<file path="src/rtl/dpm_pkg.sv">
package dpm_pkg;

   typedef enum logic [1:0] {
      PM_ON   = 2'd0,
      PM_STBY = 2'd1,
      PM_SUSP = 2'd2,
      PM_OFF  = 2'd3
   } pm_mode_e;

   // Map the two activity flags to a sync condition.
   function automatic pm_mode_e pm_classify(input logic h_act, input logic v_act);
      pm_mode_e m;
      case ({h_act, v_act})
         2'b11:   m = PM_ON;
         2'b01:   m = PM_STBY;
         2'b10:   m = PM_SUSP;
         default: m = PM_OFF;
      endcase
      return m;
   endfunction

   // Thermometer code {stby_n, susp_n, off_n}.
   function automatic logic [2:0] pm_encode(input pm_mode_e m);
      logic [2:0] c;
      case (m)
         PM_ON:   c = 3'b111;
         PM_STBY: c = 3'b011;
         PM_SUSP: c = 3'b001;
         default: c = 3'b000;
      endcase
      return c;
   endfunction

endpackage

</file>
<file path="src/rtl/dpm_tick_gen.sv">
module dpm_tick_gen #(
   parameter int unsigned DIV = 27000
) (
   input  logic clk,
   input  logic rst_n,
   output logic tick
);
   localparam int unsigned CW = (DIV > 1) ? $clog2(DIV) : 1;

   generate
      if (DIV < 1) begin : g_bad_div
         $error("dpm_tick_gen: DIV must be at least 1");
      end

      if (DIV == 1) begin : g_every_clock
         assign tick = 1'b1;
      end else begin : g_divider
         logic [CW-1:0] cnt_q;
         assign tick = (cnt_q == CW'(DIV - 1));
         always_ff @(posedge clk or negedge rst_n) begin
            if (!rst_n)    cnt_q <= '0;
            else if (tick) cnt_q <= '0;
            else           cnt_q <= cnt_q + 1'b1;
         end
      end
   endgenerate
endmodule

</file>
<file path="src/rtl/dpm_sync_activity.sv">
module dpm_sync_activity #(
   parameter int unsigned SYNC_STAGES   = 2,
   parameter int unsigned ACT_WIN_TICKS = 40
) (
   input  logic clk,
   input  logic rst_n,
   input  logic tick,
   input  logic raw_in,
   output logic active
);
   localparam int unsigned AW = $clog2(ACT_WIN_TICKS + 1);

   logic [SYNC_STAGES-1:0] sync_q;
   logic                   prev_q;
   logic                   edge_seen;
   logic [AW-1:0]          age_q;

   generate
      if (SYNC_STAGES < 2) begin : g_bad_stages
         $error("dpm_sync_activity: SYNC_STAGES must be at least 2");
      end
      if (ACT_WIN_TICKS < 1) begin : g_bad_win
         $error("dpm_sync_activity: ACT_WIN_TICKS must be at least 1");
      end

      for (genvar s = 0; s < SYNC_STAGES; s++) begin : g_stage
         if (s == 0) begin : g_first
            always_ff @(posedge clk or negedge rst_n) begin
               if (!rst_n) sync_q[0] <= 1'b0;
               else        sync_q[0] <= raw_in;
            end
         end else begin : g_next
            always_ff @(posedge clk or negedge rst_n) begin
               if (!rst_n) sync_q[s] <= 1'b0;
               else        sync_q[s] <= sync_q[s-1];
            end
         end
      end
   endgenerate

   always_ff @(posedge clk or negedge rst_n) begin
      if (!rst_n) prev_q <= 1'b0;
      else        prev_q <= sync_q[SYNC_STAGES-1];
   end

   assign edge_seen = sync_q[SYNC_STAGES-1] ^ prev_q;

   // Ticks since the last edge, saturating at the window length.
   always_ff @(posedge clk or negedge rst_n) begin
      if (!rst_n)
         age_q <= AW'(ACT_WIN_TICKS);
      else if (edge_seen)
         age_q <= '0;
      else if (tick && (age_q < AW'(ACT_WIN_TICKS)))
         age_q <= age_q + 1'b1;
   end

   assign active = (age_q < AW'(ACT_WIN_TICKS));
endmodule

</file>
<file path="src/rtl/dpm_mode_fsm.sv">
module dpm_mode_fsm
   import dpm_pkg::*;
#(
   parameter int unsigned ENTRY_TICKS = 5900,
   parameter int unsigned EXIT_TICKS  = 368
) (
   input  logic     clk,
   input  logic     rst_n,
   input  logic     tick,
   input  pm_mode_e cond,
   output pm_mode_e mode
);
   localparam int unsigned EW = $clog2(ENTRY_TICKS + 1);
   localparam int unsigned XW = $clog2(EXIT_TICKS + 1);

   generate
      if (ENTRY_TICKS < 1) begin : g_bad_entry
         $error("dpm_mode_fsm: ENTRY_TICKS must be at least 1");
      end
      if (EXIT_TICKS < 1) begin : g_bad_exit
         $error("dpm_mode_fsm: EXIT_TICKS must be at least 1");
      end
   endgenerate

   pm_mode_e      mode_q, mode_d;
   logic [EW-1:0] ent_q, ent_d;
   logic [XW-1:0] ext_q, ext_d;

   always_comb begin
      mode_d = mode_q;
      ent_d  = ent_q;
      ext_d  = ext_q;
      if (mode_q == PM_ON) begin
         ext_d = '0;
         if (cond == PM_ON) begin
            ent_d = '0;
         end else if (tick) begin
            if (ent_q == EW'(ENTRY_TICKS - 1)) begin
               mode_d = cond;
               ent_d  = '0;
            end else begin
               ent_d = ent_q + 1'b1;
            end
         end
      end else begin
         ent_d = '0;
         if (cond == PM_ON) begin
            if (tick) begin
               if (ext_q == XW'(EXIT_TICKS - 1)) begin
                  mode_d = PM_ON;
                  ext_d  = '0;
               end else begin
                  ext_d = ext_q + 1'b1;
               end
            end
         end else begin
            ext_d = '0;
            if (cond != mode_q) mode_d = cond;
         end
      end
   end

   always_ff @(posedge clk or negedge rst_n) begin
      if (!rst_n) begin
         mode_q <= PM_ON;
         ent_q  <= '0;
         ext_q  <= '0;
      end else begin
         mode_q <= mode_d;
         ent_q  <= ent_d;
         ext_q  <= ext_d;
      end
   end

   assign mode = mode_q;
endmodule

</file>
<file path="src/rtl/dpm_state_detector.sv">
module dpm_state_detector
   import dpm_pkg::*;
#(
   parameter int unsigned PRESCALE_DIV  = 27000,
   parameter int unsigned SYNC_STAGES   = 2,
   parameter int unsigned ACT_WIN_TICKS = 40,
   parameter int unsigned ENTRY_TICKS   = 5900,
   parameter int unsigned EXIT_TICKS    = 368
) (
   input  logic clk,
   input  logic rst_n,
   input  logic hsync_in,
   input  logic vsync_in,
   input  logic force_on,
   output logic lvl_stby_n,
   output logic lvl_susp_n,
   output logic lvl_off_n
);
   localparam int unsigned N_CH = 2;

   logic            tick;
   logic [N_CH-1:0] raw_sync;
   logic [N_CH-1:0] ch_active;
   pm_mode_e        cond_mode;
   pm_mode_e        mode_q;
   logic [2:0]      code;

   assign raw_sync = {vsync_in, hsync_in};

   dpm_tick_gen #(.DIV(PRESCALE_DIV)) u_tick (
      .clk   (clk),
      .rst_n (rst_n),
      .tick  (tick)
   );

   generate
      for (genvar c = 0; c < N_CH; c++) begin : g_chan
         dpm_sync_activity #(
            .SYNC_STAGES   (SYNC_STAGES),
            .ACT_WIN_TICKS (ACT_WIN_TICKS)
         ) u_act (
            .clk    (clk),
            .rst_n  (rst_n),
            .tick   (tick),
            .raw_in (raw_sync[c]),
            .active (ch_active[c])
         );
      end
   endgenerate

   assign cond_mode = pm_classify(ch_active[0], ch_active[1]);

   dpm_mode_fsm #(
      .ENTRY_TICKS (ENTRY_TICKS),
      .EXIT_TICKS  (EXIT_TICKS)
   ) u_fsm (
      .clk   (clk),
      .rst_n (rst_n),
      .tick  (tick),
      .cond  (cond_mode),
      .mode  (mode_q)
   );

   assign code = force_on ? 3'b111 : pm_encode(mode_q);
   assign lvl_stby_n = code[2];
   assign lvl_susp_n = code[1];
   assign lvl_off_n  = code[0];
endmodule

</file>
<file path="config.mk">
export PLATFORM = sky130hd
export DESIGN_NAME = dpm_state_detector
export DESIGN_NICKNAME = d
export VERILOG_FILES = /design/src/rtl/dpm_pkg.sv /design/src/rtl/dpm_tick_gen.sv /design/src/rtl/dpm_sync_activity.sv /design/src/rtl/dpm_mode_fsm.sv /design/src/rtl/dpm_state_detector.sv
export SDC_FILE = /design/constraint.sdc
export NUM_CORES = 1
export LEC_CHECK = 0
export BUFFER_PORTS_ARGS = -buffer_cell sky130_fd_sc_hd__buf_4
export CAP_MARGIN = 40
export CORE_MARGIN = 2
export CORE_UTILIZATION = 50
export CTS_BUF_LIST = sky130_fd_sc_hd__clkbuf_8
export CTS_CLUSTER_DIAMETER = 80
export CTS_CLUSTER_SIZE = 30
export DETAILED_ROUTE_END_ITERATION = 7
export PLACE_DENSITY = 0.64
export SYNTH_ARGS = -nofsm -noshare
export SYNTH_HDL_FRONTEND = slang
export SYNTH_HIERARCHICAL = 1
export SYNTH_SLANG_ARGS = --single-unit
</file>
<file path="constraint.sdc">
create_clock -name clk -period 4.6 [get_ports clk]
set_input_delay 0.23 -clock clk [delete_from_list [all_inputs] [get_ports clk]]
set_output_delay 0.23 -clock clk [all_outputs]
set_load 0.05 [all_outputs]
</file>
==> results of run 1 <==
worst max-delay path by stage:
stage                                        start                          to  slack, ns
3_3_place_gp   u_tick/g_divider.cnt_q[0]$_DFF_PN0_  u_fsm/ext_q[8]$_DFFE_PN0P_       2.06
4_1_cts        u_tick/g_divider.cnt_q[4]$_DFF_PN0_  u_fsm/ext_q[8]$_DFFE_PN0P_       1.95
3_5_place_dp   u_tick/g_divider.cnt_q[4]$_DFF_PN0_  u_fsm/ext_q[8]$_DFFE_PN0P_       1.97
2_1_floorplan  u_tick/g_divider.cnt_q[7]$_DFF_PN0_  u_fsm/ext_q[8]$_DFFE_PN0P_       2.21
6_report       u_tick/g_divider.cnt_q[4]$_DFF_PN0_  u_fsm/ext_q[8]$_DFFE_PN0P_       1.96
5_1_grt        u_tick/g_divider.cnt_q[4]$_DFF_PN0_  u_fsm/ext_q[8]$_DFFE_PN0P_       1.71
synth_stat cells, types with 5 or more instances:
cell type,number,area [sq um]
xor2_1,11,96.3
o21ai_0,15,75.1
xnor2_1,9,78.8
nor2_1,24,90.1
and3_1,5,31.3
o31ai_1,7,52.6
nand4_1,6,37.5
a21oi_1,20,100
dfrtp_1,53,1330
nand3_1,12,60.1
nand2_1,14,52.6
or3_1,13,81.3
ha_1,5,62.6
inv_1,15,56.3
flip-flops by register name, summed over array words and instances (netlist names):
register                count
g_chan.u_act/prev_q         2
u_fsm/ent_q                13
g_chan.u_act/age_q         12
u_tick/g_divider.cnt_q     15
g_chan.u_act/sync_q         4
u_fsm/ext_q                 9
u_fsm/mode                  2
cells in the final DEF (no fill, tap or decap), types with 5 or more instances in the layout:
cell type  synthesis  final
a21oi_1           20     20
and3_1             5      5
buf_4              2      8
clkbuf_8           0     10
dfrtp_1           53     53
ha_1               5      5
inv_1             15     16
nand2_1           14     14
nand3_1           12     12
nand4_1            6      6
nor2_1            24     24
o21ai_0           15     15
o31ai_1            7      7
or3_1             13     13
xnor2_1            9      9
xor2_1            11     11
final cells by class:
class / instances / share of cell area [%]
clock buffers: 10 / 4.33
clock inverters: 6 / 1.85
inverters: 15 / 1.77
multi-input cells: 201 / 41.3
flip-flops and latches: 57 / 45.0
well taps: 72 / 2.83
repair buffers: 11 / 2.83
per-stage QoR:
step / total power [W] / area [sq um] / hold slack (ns) / cells
3_5_place_dp: 0.000533 / 2950 / 0.336 / 353
5_1_grt: 0.00102 / 3180 / 0.380 / 372
6_report: 0.000983 / 3180 / 0.352 / 372
2_1_floorplan: 0.000519 / 2840 / -0.0656 / 279
4_1_cts: 0.000997 / 3180 / 0.356 / 372
3_3_place_gp: 0.000533 / 2950 / 0.333 / 353
worst reg2reg max path, stage by stage, from the launching register on:
cell,delay (ns)
dfrtp_1,0.40
and3_1,0.35
and4_1,0.41
buf_4,0.34
inv_1,0.17
a31o_4,0.28
or4_4,0.48
a21oi_2,0.15
repair_timing:
action                    in CTS  in global routing
hold buffers                   3                  0
setup buffers                  0                  0
hold endpoints to repair      55                  0
report_power, final:
part / switching, W / total (W) / internal (W) / leakage, nW
Combinational: 0.0000143 / 0.0000196 / 0.00000525 / 0.440
Clock: 0.000197 / 0.000458 / 0.000261 / 0.0995
Sequential: 0.00000125 / 0.000505 / 0.000504 / 0.754
logic make-up after synthesis:
group | count (synthesis) | synth area share (%)
xor+xnor | 20 | 6.16
mux | 1 | 0.352
compound gates | 67 | 15.9
flops | 57 | 50.4
fa+ha+maj | 5 | 2.20
simple gates | 108 | 21.7
buf+inv | 21 | 3.39
per-layer routing:
layer  GRT usage (%)  vias to the layer above  wire length, um
li1                -                     1050                -
met1            25.7                     1010             2620
met2            29.5                       21             2320
met3            4.07                        8              136
met4            8.79                        0               89
met5               0                        -                0
==> reports/summary.txt, run 1 <==
sequential fraction of the synthesis area = 50.4%
period utilisation layout = 57.4%
Reg clk slew, reported paths = 0.07 ns
WL/cell = 13.9 um
fmax = 0.379 GHz
arrival time worst endpoint = 2.90 ns
num rows = 27
core area = 5510 sq um
Initial Util = 51.6%
R2R Path Start = u_tick/g_divider.cnt_q[4]$_DFF_PN0_
mapped cell area = 2840 sq um
Synth Instances = 279
DR pass1 iterations = 4
FF-to-FF End = u_fsm/ext_q[8]$_DFFE_PN0P_
critical path depth = 7
Post-synth EDFFs = 0
post-detail-place hpwl = 3.39 mm
WL final = 5.16 mm
CP peak stage delay = 0.48 ns
Setup Viol. Count Final = 0
Setup CP Type = reg -> reg
Startpoint Class = flop
Synth Flop Type = dfrtp_1
crit path max-delay cell type = or4_4
Min-Delay Startpoint = g_chan[1].u_act/sync_q[0]$_DFF_PN0_
WP buf/inv = 2
Syn Area/Cell = 10.2 sq um
DIE AREA = 6300 sq um
r2r setup slk = 1.96 ns
Pleak = 1.29 nW
number of inserted diodes = 0
CP Max Fanout = 25
vias in the first global route = 2051
worst-case reg-to-reg path depth = 7
Largest delay share family, worst path = simple AND/OR/NAND/NOR gates
CTS HTree Levels = 3
first-pass GRT wire length = 9.38 mm
PwrDens = 309 nW/um^2
count of input and output buffers = 7
vias post-DR = 2089
die height = 79.4 um
setup_tns = 0 ns
syn_nets = 289
GRT Total Usage = 19.1%
maximum number of pins on one net before global-route repair = 58
Hold WC Path Type = reg -> reg
initial antenna violation count = 0
Place WS = 1.97 ns
area occupied by registers = 1430 sq um
Ports = 8
share of layout cells above drive strength 1 = 15.0%
fin worst setup slack = 1.96 ns
Slew headroom = 53.2%
Yosys cell types = 52
multi-input logic area = 1310 sq um
Avg Vias per Cell = 5.62
post-route ant nets = 0
Slew @ Worst Pin = 0.702 ns
Root Buffer = clkbuf_8
worst skew pair latency = 0.33 ns
Area Overhead vs Synth = 11.8%
GR Overflow Total = 0
Fillers = 493
crit-path cells = and3_1 > and4_1 > buf_4 > inv_1 > a31o_4 > or4_4 > a21oi_2
Worst setup EP type = flop
YS warnings = 6
Hold Path End = g_chan[1].u_act/sync_q[1]$_DFF_PN0_
Worst VDD drop = 153 uV
asr flop ratio synth = 100%
RD Place Congestion = 0.774
Yosys reg bits = 57
crit path time final = 2.64 ns
TritonCTS clock tree = yes
Sink Count = 57
RSZ-0062 raised after global routing = no
width of the chip = 79.4 um
DRC = 0
fin nets = 305
Worst Skew = 0.00824 ns
Max Cap Violations = 0
final hold viol count = 0
worst-case clock buffer depth = 2
Initial DRC Count = 92
utilization after layout = 57.7%
Crit path required time = 4.86 ns
status = finished clean
pins over their slew limit = 0
Cells on Worst Hold Path = 0
TritonCTS buffer count = 9
cts repair resizes = 0
Note: power is estimated with default switching activity, not from simulation.
==> run 2: changes to the inputs <==
==> constraint.sdc (replaced) <==
create_clock -name clk -period 2.7 [get_ports clk]
set_input_delay 0.135 -clock clk [delete_from_list [all_inputs] [get_ports clk]]
set_output_delay 0.135 -clock clk [all_outputs]
set_load 0.05 [all_outputs]
==> reports/summary.txt, run 2 (synthesis gave the netlist of run 1 again) <==
Critical path origin = u_tick/g_divider.cnt_q[0]$_DFF_PN0_
CTS HTree Levels = 3 (unchanged)
first-pass GRT wire length = 9.13 mm (-2.7%)
area occupied by registers = 1430 sq um (unchanged)
core area = 5510 sq um (unchanged)
largest register by flop count = u_tick/g_divider.cnt_q
status = finished clean
Setup CP Type = reg -> reg
post-route ant nets = 0 (unchanged)
die height = 79.4 um (unchanged)
count of input and output buffers = 7 (unchanged)
Root Buffer = clkbuf_8
arrival time worst endpoint = 2.52 ns (-0.38 ns)
Area Overhead vs Synth = 11.7%
Hold WC Path Type = reg -> reg
Setup Viol. Count Final = 0 (unchanged)
Slew @ Worst Pin = 0.703 ns (+0.000876 ns)
max FFs per register = 15 (unchanged)
Sink Count = 57 (unchanged)
DIE AREA = 6300 sq um (unchanged)
GR Overflow Total = 0 (unchanged)
Worst VDD drop = 367 uV (+140%)
crit path time final = 2.27 ns (-0.369 ns)
period utilisation layout = 84.1% (+27 points)
Min-Delay Startpoint = g_chan[0].u_act/sync_q[0]$_DFF_PN0_
total power = 0.00161 W (+64%)
pins over their slew limit = 0 (unchanged)
final hold viol count = 0 (unchanged)
worst-case clock buffer depth = 2 (unchanged)
PwrDens = 509 nW/um^2 (+64%)
Pleak = 1.30 nW (+0.72%)
Ports = 8 (unchanged)
Initial Util = 51.6% (unchanged)
Worst Skew = 0.00855 ns (+0.000308 ns)
TritonCTS buffer count = 9 (unchanged)
multi-input logic area = 1310 sq um (unchanged)
maximum number of pins on one net before global-route repair = 58 (unchanged)
initial antenna violation count = 0 (unchanged)
post-detail-place hpwl = 3.39 mm (+0.11%)
Startpoint Class = flop
TritonCTS clock tree = yes
Crit path required time = 2.95 ns (-1.91 ns)
WL final = 5.20 mm (+0.62%)
largest registers = u_tick/g_divider.cnt_q x15, u_fsm/ent_q x13, g_chan.u_act/age_q x12
share of layout cells above drive strength 1 = 15.3% (+0.28 points)
fin nets = 306 (+0.33%)
CP Max Fanout = 12 (-52%)
commonest non-fill, non-tap cell in the layout = dfrtp_1
DRC = 0 (unchanged)
WL/cell = 13.9 um (+0.35%)
Worst setup EP type = flop
Slew headroom = 53.1% (-0.058 points)
Area after DPL = 2960 sq um (+0.25%)
Reg clk slew, reported paths = 0.06 ns (about the same)
Fillers = 476 (-3.4%)
Initial DRC Count = 106 (+15%)
number of inserted diodes = 0 (unchanged)
Avg Vias per Cell = 5.74 (+2.3%)
vias post-DR = 2142 (+2.5%)
R2R Path Start = u_tick/g_divider.cnt_q[0]$_DFF_PN0_
setup_tns = 0 ns (unchanged)
DR pass1 iterations = 5 (+1)
vias in the first global route = 1967 (-4.1%)
worst skew pair latency = 0.34 ns (about the same)
post-route cell area = 3170 sq um (-0.16%)
postcts setup bufs = 0 (unchanged)
most frequent cells in the layout = dfrtp_1, nor2_1, a21oi_1
Fin Hold WS = 0.350 ns (-0.00248 ns)
RD Place Congestion = 0.823 (+6.2%)
RSZ-0062 raised after global routing = no
fmax = 0.441 GHz (+16%)
Max Cap Violations = 0 (unchanged)
num rows = 27 (unchanged)
width of the chip = 79.4 um (unchanged)
GRT Total Usage = 18.8% (-0.24 points)
## run 2: stage by stage
step	util, %	setup slack, ns	cells
after floorplan	-	0.312	279
after global placement	53.7	0.488	354
after detailed placement	53.7	0.454	354
after CTS	57.6	0.438	373
after global routing	57.6	0.295	373
final	57.6	0.431	373
## run 2: worst paths after layout
kind                                                        end  slack [ns]  depth (start not counted)
max                                 u_fsm/ent_q[11]$_DFFE_PN0P_        0.43                          7
min                         g_chan[0].u_act/sync_q[1]$_DFF_PN0_        0.35                          0
max reg2reg                         u_fsm/ent_q[11]$_DFFE_PN0P_        0.43                          7
min reg2reg                 g_chan[0].u_act/sync_q[1]$_DFF_PN0_        0.35                          0
max in group asynchronous  g_chan[0].u_act/age_q[0]$_DFFE_PN0P_        1.84                          2
min in group asynchronous            u_fsm/ext_q[7]$_DFFE_PN0P_        0.40                          2
## run 2: final cells by class
class                      count  area share, %
clock buffer                  12           5.21
timing repair buffer          12           3.08
tap                           72           2.84
inverter                      15           1.77
sequential                    57           45.1
clock inverter                 4          0.591
multi-input combinational    201           41.4
## run 2: worst max-delay path: stages, from the launching register on
cell	delay, ns
dfrtp_1	0.40
ha_1	0.24
and4b_1	0.19
and4_1	0.20
nor3b_1	0.16
and4_1	0.24
or3_2	0.57
a21oi_1	0.18
## run 2: metal layers
layer / vias to the layer above / track usage (%) / share of wire, %
met5: - / 0 / 0
met4: 0 / 7.24 / 1.3
met3: 8 / 6.22 / 4.2
met2: 35 / 29.3 / 47
met1: 1046 / 24.4 / 47
li1: 1053 / - / -
## run 2: where the power goes
| group | internal, W | switching, W |
|---|---|---|
| logic | 0.00000892 | 0.0000238 |
| clock network | 0.000399 | 0.000321 |
| registers | 0.000859 | 0.00000190 |
## run 2: what timing repair did
item | in CTS | in global routing
resized for setup | 0 | 0
hold buffers | 3 | 0
endpoints found under the hold margin | 55 | 0
==> run 3: changes to the inputs <==
--- a/config.mk
+++ b/config.mk
@@ -5,6 +5,7 @@
 export SDC_FILE = /design/constraint.sdc
 export NUM_CORES = 1
 export LEC_CHECK = 0
+export ABC_AREA = 1
 export BUFFER_PORTS_ARGS = -buffer_cell sky130_fd_sc_hd__buf_4
 export CAP_MARGIN = 40
 export CORE_MARGIN = 2
==> constraint.sdc (replaced) <==
create_clock -name clk -period 2.24 [get_ports clk]
set_input_delay 0.112 -clock clk [delete_from_list [all_inputs] [get_ports clk]]
set_output_delay 0.112 -clock clk [all_outputs]
set_load 0.05 [all_outputs]
==> reports/summary.txt, run 3 <==
vias post-DR = 2648 (+24%)
post-detail-place hpwl = 4.27 mm (+26%)
PwrDens = 542 nW/um^2 (+6.5%)
max FFs per register = 15 (unchanged)
r2r setup slk = 0.24 ns (-0.19 ns)
post-route ant nets = 0 (unchanged)
vias in the first global route = 2536 (+29%)
DIE AREA = 7260 sq um (+15%)
Worst setup EP type = flop
count of input and output buffers = 7 (unchanged)
Reg clk slew, reported paths = 0.07 ns (about the same)
Ports = 8 (unchanged)
post-route cell area = 3670 sq um (+16%)
Area Overhead vs Synth = 11.3%
CP Max Fanout = 10 (-2)
sequential fraction of the synthesis area = 43.4% (-6.9 points)
worst skew pair latency = 0.34 ns (about the same)
Root Buffer = clkbuf_8
num rows = 29 (+7.4%)
pins over their slew limit = 0 (unchanged)
clock power share = 43.1% (-1.5 points)
asr flop ratio synth = 100% (unchanged)
die height = 85.2 um (+7.3%)
Setup CP Type = reg -> reg
Yosys reg bits = 57 (unchanged)
status = finished clean
share of layout cells above drive strength 1 = 14.7% (-0.56 points)
area leader, netlist = dfrtp_1
Startpoint Class = flop
Avg Vias per Cell = 4.98 (-13%)
Yosys cell types = 29 (-44%)
Psw = 0.000471 W (+36%)
Crit path required time = 2.51 ns (-0.44 ns)
period utilisation layout = 89.4% (+5.3 points)
CTS HTree Levels = 3 (unchanged)
Initial Util = 51.9% (+0.30 points)
mapped cell area = 3300 sq um (+16%)
largest registers = u_tick/g_divider.cnt_q x15, u_fsm/ent_q x13, g_chan.u_act/age_q x12
DR pass1 iterations = 4 (-1)
DRC = 0 (unchanged)
internal power = 0.00152 W (+20%)
final hold viol count = 0 (unchanged)
Worst Skew = 0.00872 ns (+0.000171 ns)
most frequent cells in the layout = nand2_1, nor2_1, dfrtp_1
TritonCTS clock tree = yes
Worst VDD drop = 350 uV (-4.8%)
setup_tns = 0 ns (unchanged)
Pleak = 1.72 nW (+32%)
Hold WC Path Type = in -> async
Synth Instances = 428 (+53%)
commonest non-fill, non-tap cell in the layout = nand2_1
Setup Viol. Count Final = 0 (unchanged)
Sink Count = 57 (unchanged)
Logic pwr share = 3.6% (+1.6 points)
GRT Total Usage = 18.8% (about the same)
Initial DRC Count = 129 (+22%)
Syn Area/Cell = 7.70 sq um (-24%)
fmax = 0.499 GHz (+13%)
fin nets = 460 (+50%)
Post-synth EDFFs = 0 (unchanged)
syn_nets = 438 (+52%)
Synth top cells by count = nand2_1, nor2_1, dfrtp_1
synth top area cells = dfrtp_1, nand2_1, nor2_1
Slew @ Worst Pin = 0.711 ns (+0.00822 ns)
initial antenna violation count = 0 (unchanged)
maximum number of pins on one net before global-route repair = 58 (unchanged)
WL final = 6.04 mm (+16%)
utilization after layout = 57.8% (+0.15 points)
postcts setup bufs = 0 (unchanged)
RD Place Congestion = 0.948 (+15%)
crit path time final = 2.00 ns (-0.267 ns)
Sw Ratio = 23.7% (+2.2 points)
width of the chip = 85.2 um (+7.3%)
WL/cell = 11.4 um (-18%)
count leader, synth = nand2_1
arrival time worst endpoint = 2.27 ns (-0.25 ns)
RSZ-0062 raised after global routing = no
Critical path origin = u_tick/g_divider.cnt_q[0]$_DFF_PN0_
Max Cap Violations = 0 (unchanged)
worst-case clock buffer depth = 2 (unchanged)
largest register by flop count = u_tick/g_divider.cnt_q
Slew headroom = 52.6% (-0.55 points)
Synth Flop Type = dfrtp_1
Fin Hold WS = 0.344 ns (-0.00564 ns)
number of inserted diodes = 0 (unchanged)
TritonCTS buffer count = 9 (unchanged)
R2R Path Start = u_tick/g_divider.cnt_q[0]$_DFF_PN0_
Reg power frac = 53.3% (about the same)
first-pass GRT wire length = 11.0 mm (+20%)
Area after DPL = 3450 sq um (+17%)
core area = 6350 sq um (+15%)
GR Overflow Total = 0 (unchanged)
YS warnings = 6 (unchanged)
post-synth top area share = 40.2% (-6.4 points)
## run 3: cell count changes after synthesis, sizes merged, moves of 7 or more
cell   previous run  this run
nand2            15       130
nor2             25        81
inv              15        53
nand3            12        46
a21oi            22         7
or3              15         0
and3              8         0
o21ai            17        10
o31ai             7         0
## run 3: logic make-up (layout without fill, tap and decap cells)
kind of cell               after synthesis  in the layout  synth area share [%]
DFF                                     57             57                  43.4
adders and majority gates                5              5                  1.90
xor gates and xnor gates                19             19                  5.50
and+or+nand+nor                        273            273                  38.9
AOI/OAI and AO/OA                       21             21                  4.14
buffers and inverters                   53             80                  6.11
## run 3: layout make-up
class | count | area [sq um]
repair buffers | 11 | 90.1
clock inverters | 5 | 22.5
inverters | 53 | 201
multi-input cells | 318 | 1680
well taps | 77 | 96.3
flip-flops and latches | 57 | 1430
clock buffers | 11 | 151
fillers | 582 | 2680
## run 3: timing repair
item	CTS	global route
resized for setup	0	2
endpoints found under the setup margin	0	6
hold buffers	3	0
hold endpoints to repair	55	0
## run 3: final timing paths
check | to | cells past startpoint
setup reg to reg | u_fsm/ent_q[5]$_DFFE_PN0P_ | 11
hold reg to reg | g_chan[1].u_act/sync_q[1]$_DFF_PN0_ | 0
hold / removal | u_fsm/ext_q[7]$_DFFE_PN0P_ | 2
min in group clk | g_chan[1].u_act/sync_q[1]$_DFF_PN0_ | 0
max in group asynchronous | g_chan[1].u_act/age_q[2]$_DFFE_PN0P_ | 2
setup / recovery | u_fsm/ent_q[5]$_DFFE_PN0P_ | 11
## run 3: per-stage QoR
stage	setup WS, ns	power [W]	std cells
floorplan	0.290	0.00111	428
global placement	0.265	0.00114	513
detailed placement	0.189	0.00115	513
CTS	0.156	0.00201	532
global route	0.0301	0.00207	532
finish	0.237	0.00199	532
## run 3: worst max-delay path, cell delays in order (launching register included)
cell	delay, ns
dfrtp_1	0.43
ha_4	0.20
nand2_2	0.09
nor3_2	0.20
nand2_2	0.10
inv_2	0.13
inv_1	0.14
nand3_4	0.19
nand2_4	0.09
o21ai_0	0.18
nand2_1	0.07
nor2_1	0.12
## run 3: layer usage
| layer | vias up | global-route usage [%] | routed length (um) |
|---|---|---|---|
| li1 | 1389 | - | - |
| met2 | 24 | 30.3 | 2740 |
| met5 | - | 0 | 0 |
| met3 | 10 | 3.21 | 132 |
| met4 | 0 | 9.52 | 122 |
| met1 | 1225 | 24.5 | 3050 |
## run 3: power groups by stage
stage	logic [W]	registers, W	clock network [W]
floorplan	0.0000356	0.00108	0
global placement	0.0000685	0.00108	0
detailed placement	0.0000692	0.00108	0
CTS	0.0000736	0.00106	0.000880
global route	0.0000827	0.00106	0.000928
finish	0.0000708	0.00106	0.000857
